## config.mk

```make
export PLATFORM = sky130hd
export DESIGN_NAME = tk_calendar
export DESIGN_NICKNAME = d
export VERILOG_FILES = /design/src/rtl/tk_pkg.sv /design/src/rtl/tk_wrap_cnt.sv /design/src/rtl/tk_hour_cnt.sv /design/src/rtl/tk_date_cnt.sv /design/src/rtl/tk_calendar.sv
export SDC_FILE = /design/constraint.sdc
export NUM_CORES = 1
export LEC_CHECK = 0
export ABC_AREA = 1
export BUFFER_PORTS_ARGS = -buffer_cell sky130_fd_sc_hd__clkbuf_2
export CELL_PAD_IN_SITES_DETAIL_PLACEMENT = 0
export CELL_PAD_IN_SITES_GLOBAL_PLACEMENT = 1
export CORE_MARGIN = 2
export CORE_UTILIZATION = 36
export DETAILED_ROUTE_END_ITERATION = 10
export HOLD_SLACK_MARGIN = 0.1
export PLACE_DENSITY = 0.84
export SLEW_MARGIN = 30
export SYNTH_ARGS = -nofsm -noshare
export SYNTH_HDL_FRONTEND = slang
export SYNTH_SLANG_ARGS = --single-unit
```

## constraint.sdc

```tcl
create_clock -name clk -period 3.35 [get_ports clk]
set_input_delay 0.335 -clock clk [delete_from_list [all_inputs] [get_ports clk]]
set_output_delay 0.335 -clock clk [all_outputs]
set_load 0.02 [all_outputs]
```

## src/rtl/tk_pkg.sv

```systemverilog
package tk_pkg;
   localparam int BYTE_W   = 8;
   localparam int N_FIELDS = 8;
   localparam int WORD_W   = BYTE_W * N_FIELDS;

   typedef logic [BYTE_W-1:0] bcd8_t;

   // add one to a two-digit BCD value (no wrap at 99 here)
   function automatic bcd8_t bcd_inc(input bcd8_t v);
      bcd8_t r;
      if (v[3:0] >= 4'd9) r = {v[7:4] + 4'd1, 4'd0};
      else                r = {v[7:4], v[3:0] + 4'd1};
      return r;
   endfunction

   // BCD year divisible by four: even tens with units 0/4/8, odd tens with 2/6
   function automatic logic bcd_year_leap(input bcd8_t y);
      logic r;
      if (!y[4]) r = (y[3:0] == 4'd0) || (y[3:0] == 4'd4) || (y[3:0] == 4'd8);
      else       r = (y[3:0] == 4'd2) || (y[3:0] == 4'd6);
      return r;
   endfunction

   function automatic bcd8_t bcd_month_end(input bcd8_t mon, input logic leap);
      bcd8_t r;
      case (mon)
         8'h02:                      r = leap ? 8'h29 : 8'h28;
         8'h04, 8'h06, 8'h09, 8'h11: r = 8'h30;
         default:                    r = 8'h31;
      endcase
      return r;
   endfunction
endpackage

```

## src/rtl/tk_wrap_cnt.sv

```systemverilog
module tk_wrap_cnt #(
   parameter int         WIDTH = 8,
   parameter logic [7:0] LO    = 8'h00,
   parameter logic [7:0] HI    = 8'h59,
   parameter logic [7:0] RST   = LO
) (
   input  logic             clk,
   input  logic             rst_n,
   input  logic             load,
   input  logic [WIDTH-1:0] load_val,
   input  logic             inc,
   output logic [WIDTH-1:0] value,
   output logic             carry
);
   import tk_pkg::*;

   localparam logic [WIDTH-1:0] LO_W  = LO[WIDTH-1:0];
   localparam logic [WIDTH-1:0] HI_W  = HI[WIDTH-1:0];
   localparam logic [WIDTH-1:0] RST_W = RST[WIDTH-1:0];

   generate
      if (WIDTH < 1 || WIDTH > BYTE_W) begin : g_bad_width
         $error("tk_wrap_cnt: WIDTH must be 1..8");
      end
      if (HI <= LO) begin : g_bad_range
         $error("tk_wrap_cnt: HI must exceed LO");
      end
   endgenerate

   logic [WIDTH-1:0] q;
   bcd8_t            wide_q, wide_n;
   logic             unused_wide;

   always_comb begin
      wide_q            = '0;
      wide_q[WIDTH-1:0] = q;
      wide_n            = bcd_inc(wide_q);
   end
   assign unused_wide = ^wide_n;

   assign carry = inc & (q >= HI_W);
   assign value = q;

   always_ff @(posedge clk) begin
      if (!rst_n)    q <= RST_W;
      else if (load) q <= load_val;
      else if (inc)  q <= (q >= HI_W) ? LO_W : wide_n[WIDTH-1:0];
   end
endmodule

```

## src/rtl/tk_hour_cnt.sv

```systemverilog
module tk_hour_cnt #(
   parameter bit RST_12H = 1'b0
) (
   input  logic           clk,
   input  logic           rst_n,
   input  logic           load,
   input  tk_pkg::bcd8_t  load_val,
   input  logic           inc,
   output tk_pkg::bcd8_t  hour_byte,
   output logic           day_carry
);
   import tk_pkg::*;

   localparam logic [5:0] RST_HV = RST_12H ? 6'h12 : 6'h00;

   logic       mode12, pm;
   logic [5:0] hv, hv_inc, hv_nxt;
   logic       pm_nxt;
   bcd8_t      w;
   logic       unused_hour;

   assign w           = bcd_inc({2'b00, hv});
   assign hv_inc      = w[5:0];
   assign unused_hour = ^{w[7:6], load_val[6]};

   generate
      if (RST_12H) begin : g_rst12
         initial begin end
      end
   endgenerate

   always_comb begin
      hv_nxt    = hv_inc;
      pm_nxt    = pm;
      day_carry = 1'b0;
      if (mode12) begin
         if (hv >= 6'h12) hv_nxt = 6'h01;
         if (hv == 6'h11) begin
            pm_nxt    = ~pm;
            day_carry = inc & pm;
         end
      end else if (hv >= 6'h23) begin
         hv_nxt    = 6'h00;
         day_carry = inc;
      end
   end

   always_ff @(posedge clk) begin
      if (!rst_n) begin
         mode12 <= RST_12H;
         pm     <= 1'b0;
         hv     <= RST_HV;
      end else if (load) begin
         mode12 <= load_val[7];
         pm     <= load_val[7] & load_val[5];
         hv     <= load_val[7] ? {1'b0, load_val[4:0]} : load_val[5:0];
      end else if (inc) begin
         pm <= pm_nxt;
         hv <= hv_nxt;
      end
   end

   assign hour_byte = {mode12, 1'b0, mode12 ? {pm, hv[4:0]} : hv};
endmodule

```

## src/rtl/tk_date_cnt.sv

```systemverilog
module tk_date_cnt (
   input  logic           clk,
   input  logic           rst_n,
   input  logic           load,
   input  tk_pkg::bcd8_t  load_val,
   input  logic           inc,
   input  tk_pkg::bcd8_t  last_day,
   output tk_pkg::bcd8_t  date,
   output logic           carry
);
   import tk_pkg::*;

   bcd8_t q;

   assign carry = inc & (q >= last_day);
   assign date  = q;

   always_ff @(posedge clk) begin
      if (!rst_n)    q <= 8'h01;
      else if (load) q <= load_val;
      else if (inc)  q <= (q >= last_day) ? 8'h01 : bcd_inc(q);
   end
endmodule

```

## src/rtl/tk_calendar.sv

```systemverilog
module tk_calendar #(
   parameter bit RST_12H = 1'b0
) (
   input  logic        clk,
   input  logic        rst_n,
   input  logic        tick,
   input  logic        load,
   input  logic [63:0] load_word,
   output logic [63:0] time_word
);
   import tk_pkg::*;

   localparam int N_SUB = 3;   // hundredths, seconds, minutes

   generate
      if (WORD_W != 64) begin : g_bad_word
         $error("tk_calendar: word must be 64 bits");
      end
   endgenerate

   logic [N_SUB:0] chain;
   bcd8_t          sub_val [N_SUB];
   bcd8_t          hour_b, date_b, mon_b, year_b;
   logic [2:0]     dow_v;
   logic           day_c, mon_c, year_c, year_wrap;
   logic           unused_bits;

   assign chain[0] = tick;

   genvar i;
   generate
      for (i = 0; i < N_SUB; i++) begin : g_sub
         localparam logic [7:0] TOP = (i == 0) ? 8'h99 : 8'h59;
         tk_wrap_cnt #(.WIDTH(BYTE_W), .LO(8'h00), .HI(TOP), .RST(8'h00)) u_cnt (
            .clk(clk), .rst_n(rst_n), .load(load),
            .load_val(load_word[i*BYTE_W +: BYTE_W]),
            .inc(chain[i]), .value(sub_val[i]), .carry(chain[i+1]));
      end
   endgenerate

   tk_hour_cnt #(.RST_12H(RST_12H)) u_hour (
      .clk(clk), .rst_n(rst_n), .load(load), .load_val(load_word[31:24]),
      .inc(chain[N_SUB]), .hour_byte(hour_b), .day_carry(day_c));

   logic dow_wrap;
   tk_wrap_cnt #(.WIDTH(3), .LO(8'd1), .HI(8'd7), .RST(8'd1)) u_dow (
      .clk(clk), .rst_n(rst_n), .load(load), .load_val(load_word[34:32]),
      .inc(day_c), .value(dow_v), .carry(dow_wrap));

   tk_date_cnt u_date (
      .clk(clk), .rst_n(rst_n), .load(load), .load_val(load_word[47:40]),
      .inc(day_c), .last_day(bcd_month_end(mon_b, bcd_year_leap(year_b))),
      .date(date_b), .carry(mon_c));

   tk_wrap_cnt #(.WIDTH(BYTE_W), .LO(8'h01), .HI(8'h12), .RST(8'h01)) u_mon (
      .clk(clk), .rst_n(rst_n), .load(load), .load_val(load_word[55:48]),
      .inc(mon_c), .value(mon_b), .carry(year_c));

   tk_wrap_cnt #(.WIDTH(BYTE_W), .LO(8'h00), .HI(8'h99), .RST(8'h00)) u_year (
      .clk(clk), .rst_n(rst_n), .load(load), .load_val(load_word[63:56]),
      .inc(year_c), .value(year_b), .carry(year_wrap));

   assign unused_bits = ^{load_word[39:35], dow_wrap, year_wrap};

   assign time_word = {year_b, mon_b, date_b, 5'b00000, dow_v, hour_b,
                       sub_val[2], sub_val[1], sub_val[0]};
endmodule

```

==> impl_metrics.tcl, run 1 <==
set metrics [dict create \
    rr_worst_depth 17 \
    clock.fmax_mhz 337 \
    status "complete, but fails checks" \
    portBuffers 119 \
    track_usage 0.180 \
    ctsResizeCount 0 \
    numCtsBuffers 9 \
    critPathArrivalTime_ns 3.24 \
    multi_input_area_sq_mm 0.00267 \
    die_w_um 113 \
    via_per_inst 4.88 \
    power_mw 2.21 \
    post-cts-setup-buffer-count 0 \
    root_buffer "clkbuf_16" \
    synth_area_sq_mm 0.00429 \
    ys_types 45 \
    syn_area_per_cell_sq_um 6.80 \
    p_comb_frac 0.223 \
    synth.top_cells.by_count "nand2_1 (139), inv_1 (66), dfxtp_1 (59), o21ai_0 (57), nor2_1 (53)" \
    core-area_sq_mm 0.0115 \
    clk_latency_ns 0.34 \
    ys_ff_latch 59 \
    synth.top_cell.area_share 0.276 \
    grt_pass1_vias 4107 \
    synth_most_common_cell "nand2_1" \
    dr.pass1.iters 7 \
    tns_ns 0 \
    setup_viol 0 \
    grt_first_pass_wirelength_um 19000 \
    worst_slack_ns 0.379 \
    tightest_slew_ns 0.845 \
    slew_headroom 0.436 \
    num-nets-final 850 \
    crit_fanout 13 \
    n_antenna_cell 0 \
    power_density_mw_per_mm2 427 \
    die_y_um 113 \
    ys_seq_area_frac 0.276 \
    start_util 0.372 \
    pwr-share-clk 0.400 \
    dpl_worst_slack_ns 0.355 \
    synthCells 630 \
    synth.area.top_cells "dfxtp_1 (28%), ha_1 (13%), nand2_1 (12%), o21ai_0 (6.7%), inv_1 (5.8%)" \
    ctsHtreeMaxLevel 3 \
    finalCritPeriodShare 0.887 \
    grt-ovfl-total 0 \
    synth_ff_type "dfxtp_1" \
    hold_viol 0 \
    synth-warning-count 0 \
    synthArstFlopShare 0 \
    drive_gt1_frac 0.208 \
    fin_util 0.450 \
    cpMaxStageDelayCell "dfxtp_1" \
    hold_path_class "in2reg" \
    rr_startpoint "u_mon.value[0]" \
    register_area_sq_mm 0.00118 \
    cap_viol_max_count 0 \
    min_from "load_word[47]" \
    power.leakage_nw 2.55 \
    rsz0062_at_grt "no" \
    die-area_sq_mm 0.0128 \
    max_stage_delay_ns 0.45 \
    worstPathCellList "inv_1 -> ha_1 -> o21ai_0 -> o21ai_0 -> a32oi_1 -> nor2_1 -> a31oi_1 -> ha_1 -> nand2_1 -> nor2_1 -> nand2_1 -> nand3b_1 -> nand4_1 -> nand2_2 -> inv_1 -> nor2_1 -> nor2_1" \
    cp_common_cell "nor2_1" \
    fin_crit_ns 2.97 \
    slew_violations 0 \
    synth.largest_area_cell "dfxtp_1" \
    whs_path_depth 3 \
    p_seq_frac 0.377 \
    drt_iter0_drc 258 \
    synth_edf_count 0 \
    clkSinkCount 59 \
    holdBufCountCts 0 \
    cp-startpoint "u_mon.value[0]" \
    drc 8 \
    avgRoutedWirePerCell_um 12.9 \
    syn2layout_area_growth_pct 20.9 \
    grt_max_degree 39 \
    fp-row-count 39 \
    p_sw_frac 0.332 \
    path_clk_slew_ns 0.05 \
    fin_worst_skew_ns 0.00476 \
    vias 4318 \
    ant_nets 0 \
    io_pins 132 \
    cts_tree "built" \
    antenna_found_initial 0 \
    required_ns 3.62 \
    p_sw_mw 0.736 \
    violations "design-rule violations" \
    crit_path_end_kind "register" \
    intPower_mw 1.48 \
    criticalPathCategory "reg2reg" \
    ctsLongestPathBuffers 2 \
    gp_congestion 0.863 \
    peakVddDrop_mv 0.182 \
    hpwl_um 8470 \
    routed_wl_um 11400 \
    nFillCells 1215 \
    critical_path.startpoint_type "register" \
]
-- layout make-up --
class                           instances  share of cell area
Tap cell                              143              0.0345
Multi-Input combinational cell        476               0.515
Inverter                               69              0.0507
Clock buffer                           12              0.0495
Sequential cell                        59               0.228
Clock inverter                          4             0.00483
Timing Repair Buffer                  121               0.118
-- layout by cell type (no fill, tap or decap), types with 2 or more instances in the layout --
cell type   instances
nor3_1              6
clkbuf_2          119
clkinv_2            3
nand2_2             6
conb_1              6
nand4_1             5
xnor2_1            10
nand3b_1            4
a21oi_1            48
a31oi_1            11
o21a_1              2
nor2_2              2
xor2_1              8
clkbuf_8            2
clkbuf_16           9
dfxtp_1            59
nor2_1             53
a21boi_0            2
ha_1               46
clkinvlp_4          2
o21ai_0            57
o21ai_1             4
inv_1              65
buf_4               2
o211ai_1            5
nand2_1           139
a22oi_1             2
inv_2               2
nand3_1            45
-- critical path: cells and delay by family (launching register included) --
| kind | cells | cell delay (ns) |
|---|---|---|
| adder cells (fa/ha/maj) | 2 | 0.51 |
| flip-flops | 1 | 0.45 |
| AO/OA/AOI/OAI | 4 | 0.70 |
| buffers and inverters | 2 | 0.32 |
| AND/OR/NAND/NOR | 9 | 0.90 |
-- state kept, by name (all words and copies together), names as in the netlist --
name / flops
g_sub.u_cnt.value: 24
u_date.date: 8
u_mon.value: 8
u_year.value: 8
u_hour.hv: 6
u_dow.value: 3
u_hour.mode12: 1
u_hour.pm: 1
-- cells by family (layout without fill, tap and decap cells) --
family | after synthesis | after routing | synth area share
xor gates and xnor gates | 18 | 18 | 0.0368
DFF | 59 | 59 | 0.276
muxes | 1 | 1 | 0.00234
adders and majority gates | 46 | 46 | 0.134
other | 1 | 6 | 0.000875
buffers and inverters | 100 | 206 | 0.106
and+or+nand+nor | 265 | 265 | 0.263
AOI/OAI and AO/OA | 140 | 140 | 0.181
-- routing by layer --
layer  share of wire  GRT usage  wire length [um]  vias up
li1                -          -                 -     2277
met1            0.48      0.233              5460     1927
met2            0.45      0.295              5180      101
met3           0.052     0.0391               598       13
met4           0.015     0.0650               166        0
met5               0          0                 0        -
-- per-stage QoR --
| step | hold WS [ns] | instance area (sq um) | cells |
|---|---|---|---|
| after floorplan | 0.448 | 4310 | 635 |
| after global placement | 0.461 | 4900 | 868 |
| after detailed placement | 0.463 | 4900 | 868 |
| after CTS | 0.222 | 5180 | 884 |
| after global routing | 0.235 | 5180 | 884 |
| final | 0.232 | 5180 | 884 |
-- final timing paths --
path | end | slack [ns]
max | u_year.value[2] | 0.38
min | u_date.date[7] | 0.23
max reg2reg | u_year.value[2] | 0.38
min reg2reg | u_hour.pm | 0.47
-- power groups by stage --
stage          clock network (mW)  registers, mW  logic, mW
6_report                    0.884          0.835      0.494
5_1_grt                     0.932          0.846      0.560
4_1_cts                     0.906          0.834      0.498
3_5_place_dp                    0          0.849      0.496
3_3_place_gp                    0          0.846      0.486
2_1_floorplan                   0          0.885      0.306
Note: power is estimated with default switching activity, not from simulation.
==> run 2: changes to the inputs <==
--- a/config.mk
+++ b/config.mk
@@ -13,7 +13,7 @@
 export CORE_UTILIZATION = 36
 export DETAILED_ROUTE_END_ITERATION = 10
 export HOLD_SLACK_MARGIN = 0.1
-export PLACE_DENSITY = 0.84
+export PLACE_DENSITY = 0.81
 export SLEW_MARGIN = 30
 export SYNTH_ARGS = -nofsm -noshare
 export SYNTH_HDL_FRONTEND = slang
==> run 2 against run 1 <==
The flow still finishes with violations (design-rule violations). Utilization is 0.17 points lower. Largest cell class unchanged. Wire length up 2.4%. Flip-flop and latch count stayed put. Largest power group unchanged. Fmax grew 1.9%. Worst hold slack better by 0.015 ns. Design area is 0.39% lower. Sequential share of layout area is 0.11 points higher.
==> impl_metrics.tcl, run 2 (synthesis results as in run 1) <==
set metrics [dict create \
    die_w_um 113 \
    start_util 0.372 \
    place_area_sq_mm 0.00489 \
    slew_violations 0 \
    gp_congestion 0.856 \
    root_buffer "clkbuf_16" \
    holdPathEnd "u_hour.hv[3]" \
    cpMaxStageDelayCell "dfxtp_1" \
    core-area_sq_mm 0.0115 \
    grt-ovfl-total 0 \
    whs_path_depth 3 \
    hold_path_class "in2reg" \
    die_y_um 113 \
    io_pins 132 \
    fp-row-count 39 \
    clock.fmax_mhz 343 \
    cp_common_cell "nor2_1" \
    tightest_slew_ns 0.852 \
    clkSinkCount 59 \
    critPathArrivalTime_ns 3.13 \
    rr_worst_depth 18 \
    ant_nets 0 \
    vias 4362 \
    hold_viol 0 \
    slew_headroom 0.431 \
    grt_max_degree 69 \
    ctsResizeCount 0 \
    crit_fanout 7 \
    min_from "load_word[27]" \
    power_mw 2.19 \
    drive_gt1_frac 0.207 \
    peakVddDrop_mv 0.278 \
    portBuffers 119 \
    grt_pass1_vias 4186 \
    n_antenna_cell 0 \
    grt_first_pass_wirelength_um 19300 \
    track_usage 0.182 \
    violations "design-rule violations" \
    worstPathCellList "inv_1 -> ha_1 -> o21ai_0 -> o21ai_0 -> a32oi_1 -> nor2_1 -> a31oi_1 -> ha_1 -> nand2_1 -> nor2_1 -> nand2_1 -> nand3b_1 -> nand3_1 -> nand2_2 -> nand2_2 -> clkinv_2 -> nor2_1 -> nor2_1" \
    fin_worst_skew_ns 0.0115 \
    power.leakage_nw 2.55 \
    hpwl_um 8510 \
    ctsHtreeMaxLevel 3 \
    path_clk_slew_ns 0.06 \
    drt_iter0_drc 193 \
    antenna_found_initial 0 \
    tns_ns 0 \
    final_cell_mix "nand2_1 (139), clkbuf_2 (119), inv_1 (65)" \
    cts_tree "built" \
    top_usage_layer "met2" \
    cap_viol_max_count 0 \
    final_common_cell "nand2_1" \
    critical_path.startpoint_type "register" \
    largest_register_ffs 24 \
    crit_path_end_kind "register" \
    criticalPathCategory "reg2reg" \
    via_per_inst 4.95 \
    rsz0062_at_grt "no" \
    use_met2 0.324 \
    ctsLongestPathBuffers 2 \
    grt_use_met1 0.221 \
    rr_startpoint "u_mon.value[1]" \
    die-area_sq_mm 0.0128 \
    post-cts-setup-buffer-count 0 \
    stdcell_area_sq_mm 0.00516 \
    avgRoutedWirePerCell_um 13.3 \
    rr_endpoint "u_mon.value[6]" \
    gr-usage-met3 0.0439 \
    max_stage_delay_ns 0.48 \
    status "complete, but fails checks" \
    drc 7 \
    dr.pass1.iters 7 \
    clk_latency_ns 0.32 \
    required_ns 3.56 \
    numCtsBuffers 9 \
    r2r_setup_slack_ns 0.43 \
    fin_crit_ns 2.92 \
    routed_wl_um 11700 \
    setup_viol 0 \
    syn2layout_area_growth_pct 20.5 \
    holdBufCountCts 0 \
    power_density_mw_per_mm2 423 \
    num-nets-final 849 \
    finalCritPeriodShare 0.871 \
]
run 2: power by group:
part,leakage (nW),internal (mW),switching [mW]
logic,1.92,0.183,0.311
registers,0.487,0.756,0.0809
clock network,0.137,0.528,0.325
run 2: how the worst max path moves through the flow:
stage / start / end / slack (ns) / cells after the start
after CTS: u_mon.value[0] / u_mon.value[6] / 0.35 / 18
after floorplan: u_mon.value[0] / u_date.date[5] / 0.69 / 17
after detailed placement: u_mon.value[0] / u_mon.value[6] / 0.36 / 18
after global placement: u_mon.value[0] / u_mon.value[5] / 0.45 / 18
final: u_mon.value[1] / u_mon.value[6] / 0.43 / 18
after global routing: u_mon.value[1] / u_year.value[1] / 0.06 / 17
run 2: worst max-delay path: cells and delay by family (launching register included):
family	cells	cell delay, ns
AOI/OAI and AO/OA	4	0.65
DFF	1	0.48
buffers and inverters	2	0.21
and+or+nand+nor	10	1.01
adders and majority gates	2	0.45
run 2: stage by stage:
stage                     worst slack (ns)  hold slack, ns  cells  utilization
after global routing                0.0644           0.260    881        0.448
after global placement               0.447           0.461    867        0.425
after floorplan                      0.689           0.448    635            -
after CTS                            0.350           0.231    881        0.448
after detailed placement             0.362           0.470    867        0.425
final                                0.433           0.247    881        0.448
run 2: cell type report:
type	instances	area, sq um
repair buffers	120	603
clock inverters	3	15.0
inverters	69	263
multi-input cells	476	2670
fillers	1199	6350
well taps	143	179
flip-flops and latches	59	1180
clock buffers	11	253
run 2: routing by layer:
layer,up-vias,share of wire,wire length (um)
li1,2274,-,-
met4,0,0.0096,112
met3,10,0.052,605
met2,96,0.48,5570
met1,1982,0.46,5390
met5,-,0,0
==> run 3: changes to the inputs <==
--- a/config.mk
+++ b/config.mk
@@ -7,14 +7,15 @@
 export LEC_CHECK = 0
 export ABC_AREA = 1
 export BUFFER_PORTS_ARGS = -buffer_cell sky130_fd_sc_hd__clkbuf_2
-export CELL_PAD_IN_SITES_DETAIL_PLACEMENT = 0
-export CELL_PAD_IN_SITES_GLOBAL_PLACEMENT = 1
+export CELL_PAD_IN_SITES_DETAIL_PLACEMENT = 1
+export CELL_PAD_IN_SITES_GLOBAL_PLACEMENT = 2
 export CORE_MARGIN = 2
-export CORE_UTILIZATION = 36
+export CORE_UTILIZATION = 27
 export DETAILED_ROUTE_END_ITERATION = 10
 export HOLD_SLACK_MARGIN = 0.1
-export PLACE_DENSITY = 0.81
-export SLEW_MARGIN = 30
+export PLACE_DENSITY = 0.8
+export RECOVER_POWER = 100
+export SLEW_MARGIN = 20
 export SYNTH_ARGS = -nofsm -noshare
 export SYNTH_HDL_FRONTEND = slang
 export SYNTH_SLANG_ARGS = --single-unit
==> run 3 against run 2 <==
The run ends with max-capacitance violations, max-slew violations left. Wire length up 18%. Via count rose by 4.3%. Die area increased by 32%. Highest routed layer unchanged. First-iteration DRC count fell by 46%. Critical path depth did not move. Sequential share of layout area is 0.18 points lower. Total power increased by 1.6%. Global-route usage fell by 1.5 points. Sequential power about the same.
==> impl_metrics.tcl, run 3 (synthesis results as in run 1) <==
set metrics [dict create \
    worst_hold_slack_ns 0.241 \
    clk_latency_ns 0.33 \
    rsz0062_at_grt "no" \
    criticalPathCategory "reg2reg" \
    hpwl_um 10300 \
    tns_ns 0 \
    gp_congestion 0.837 \
    core-area_sq_mm 0.0157 \
    numCtsBuffers 9 \
    n_antenna_cell 0 \
    avgRoutedWirePerCell_um 14.4 \
    post-cts-setup-buffer-count 0 \
    die_y_um 130 \
    rr_startpoint "u_mon.value[0]" \
    syn2layout_area_growth_pct 21.3 \
    cp-startpoint "u_mon.value[0]" \
    via_per_inst 4.75 \
    drive_gt1_frac 0.120 \
    grt_first_pass_wirelength_um 22600 \
    peakVddDrop_mv 0.228 \
    ctsLongestPathBuffers 2 \
    fin_crit_ns 3.00 \
    finalCritPeriodShare 0.894 \
    drt_iter0_drc 104 \
    fin_worst_skew_ns 0.00646 \
    tightest_slew_ns 1.52 \
    clkSinkCount 59 \
    r2r_setup_slack_ns 0.35 \
    grt_pass1_vias 4668 \
    io_pins 132 \
    drc 0 \
    violations "max-capacitance violations, max-slew violations" \
    grt_max_degree 70 \
    min_from "load_word[47]" \
    dr.pass1.iters 4 \
    fp-row-count 46 \
    ctsHtreeMaxLevel 3 \
    critPathArrivalTime_ns 3.21 \
    start_util 0.273 \
    status "complete, but fails checks" \
    ctsResizeCount 0 \
    rr_worst_depth 18 \
    path_clk_slew_ns 0.05 \
    hold_viol 0 \
    crit_fanout 7 \
    holdBufCountCts 0 \
    critical_path.startpoint_type "register" \
    grt-ovfl-total 0 \
    rr_endpoint "u_mon.value[4]" \
    num-nets-final 851 \
    nFillCells 2041 \
    power_density_mw_per_mm2 427 \
    cap_viol_max_count 1 \
    track_usage 0.167 \
    root_buffer "clkbuf_16" \
    slew_headroom -0.0127 \
    largest_register_ffs 24 \
    setup_viol 0 \
    final_common_cell "nand2_1" \
    crit_path_end_kind "register" \
    ant_nets 0 \
    power.leakage_nw 2.37 \
    die-area_sq_mm 0.0169 \
    clock.fmax_mhz 334 \
    critPathCapture "u_mon.value[4]" \
    antenna_found_initial 0 \
    required_ns 3.57 \
    portBuffers 119 \
    routed_wl_um 13700 \
    final_cell_mix "nand2_1 (140), inv_1 (67), clkbuf_2 (61)" \
    vias 4550 \
    slew_violations 31 \
    hold_path_class "in2reg" \
    cts_tree "built" \
    die_w_um 130 \
]
run 3: cell types whose count changed in the layout (fill, tap and decap cells not counted), moves of 2 or more:
cell / change
clkbuf_1: +60
clkbuf_2: -58
inv_1: +2
inv_2: -2
nor2_1: +2
o21ai_0: +3
o21ai_1: -3
run 3: critical path, cell delays in order (launching register included):
cell and delay (ns):
dfxtp_1 0.46, inv_1 0.13, ha_1 0.25, o21ai_0 0.15
o21ai_0 0.10, a32oi_1 0.24, nor2_1 0.07, a31oi_1 0.17
ha_1 0.25, nand2_1 0.08, nor2_1 0.05, nand2_1 0.06
nand3b_1 0.19, nand3_1 0.16, nand2_2 0.12, nand2_2 0.16
clkinv_2 0.08, nor2_1 0.09, nor2_1 0.05
run 3: where the power goes:
group | switching (mW) | internal (mW) | total (mW)
registers | 0.0811 | 0.756 | 0.837
logic | 0.324 | 0.174 | 0.497
clock network | 0.331 | 0.554 | 0.885
run 3: final cells by class:
class / count / area (sq um) / share of cell area
clock buffers: 13 / 270 / 0.0520
repair buffers: 122 / 554 / 0.107
clock inverters: 2 / 10.0 / 0.00193
inverters: 69 / 262 / 0.0503
multi-input cells: 476 / 2650 / 0.510
flip-flops and latches: 59 / 1180 / 0.227
well taps: 216 / 270 / 0.0520
run 3: how the worst min path moves through the flow:
stage | slack, ns | endpoint | cells past startpoint
floorplan | 0.45 | u_hour.pm | 2
global placement | 0.46 | u_hour.pm | 2
detailed placement | 0.48 | u_hour.pm | 2
CTS | 0.22 | g_sub[1].u_cnt.value[2] | 3
global route | 0.24 | g_sub[0].u_cnt.value[2] | 3
finish | 0.24 | u_date.date[7] | 3
run 3: routing by layer:
metal  vias up  wire [um]  GRT usage
met2        95       6590      0.288
met3        17        664     0.0381
met5         -          0          0
met4         0        235     0.0557
li1       2283          -          -
met1      2155       6240      0.206
run 3: stage by stage:
stage | area, sq um | power, mW | utilization | cells | setup slack [ns]
after floorplan | 4310 | 1.19 | - | 635 | 0.689
after global placement | 5010 | 1.35 | 0.319 | 942 | 0.436
after detailed placement | 5010 | 1.37 | 0.319 | 942 | 0.344
after CTS | 5290 | 2.28 | 0.337 | 957 | 0.322
after global routing | 5200 | 2.37 | 0.331 | 957 | 0.0437
final | 5200 | 2.22 | 0.331 | 957 | 0.355
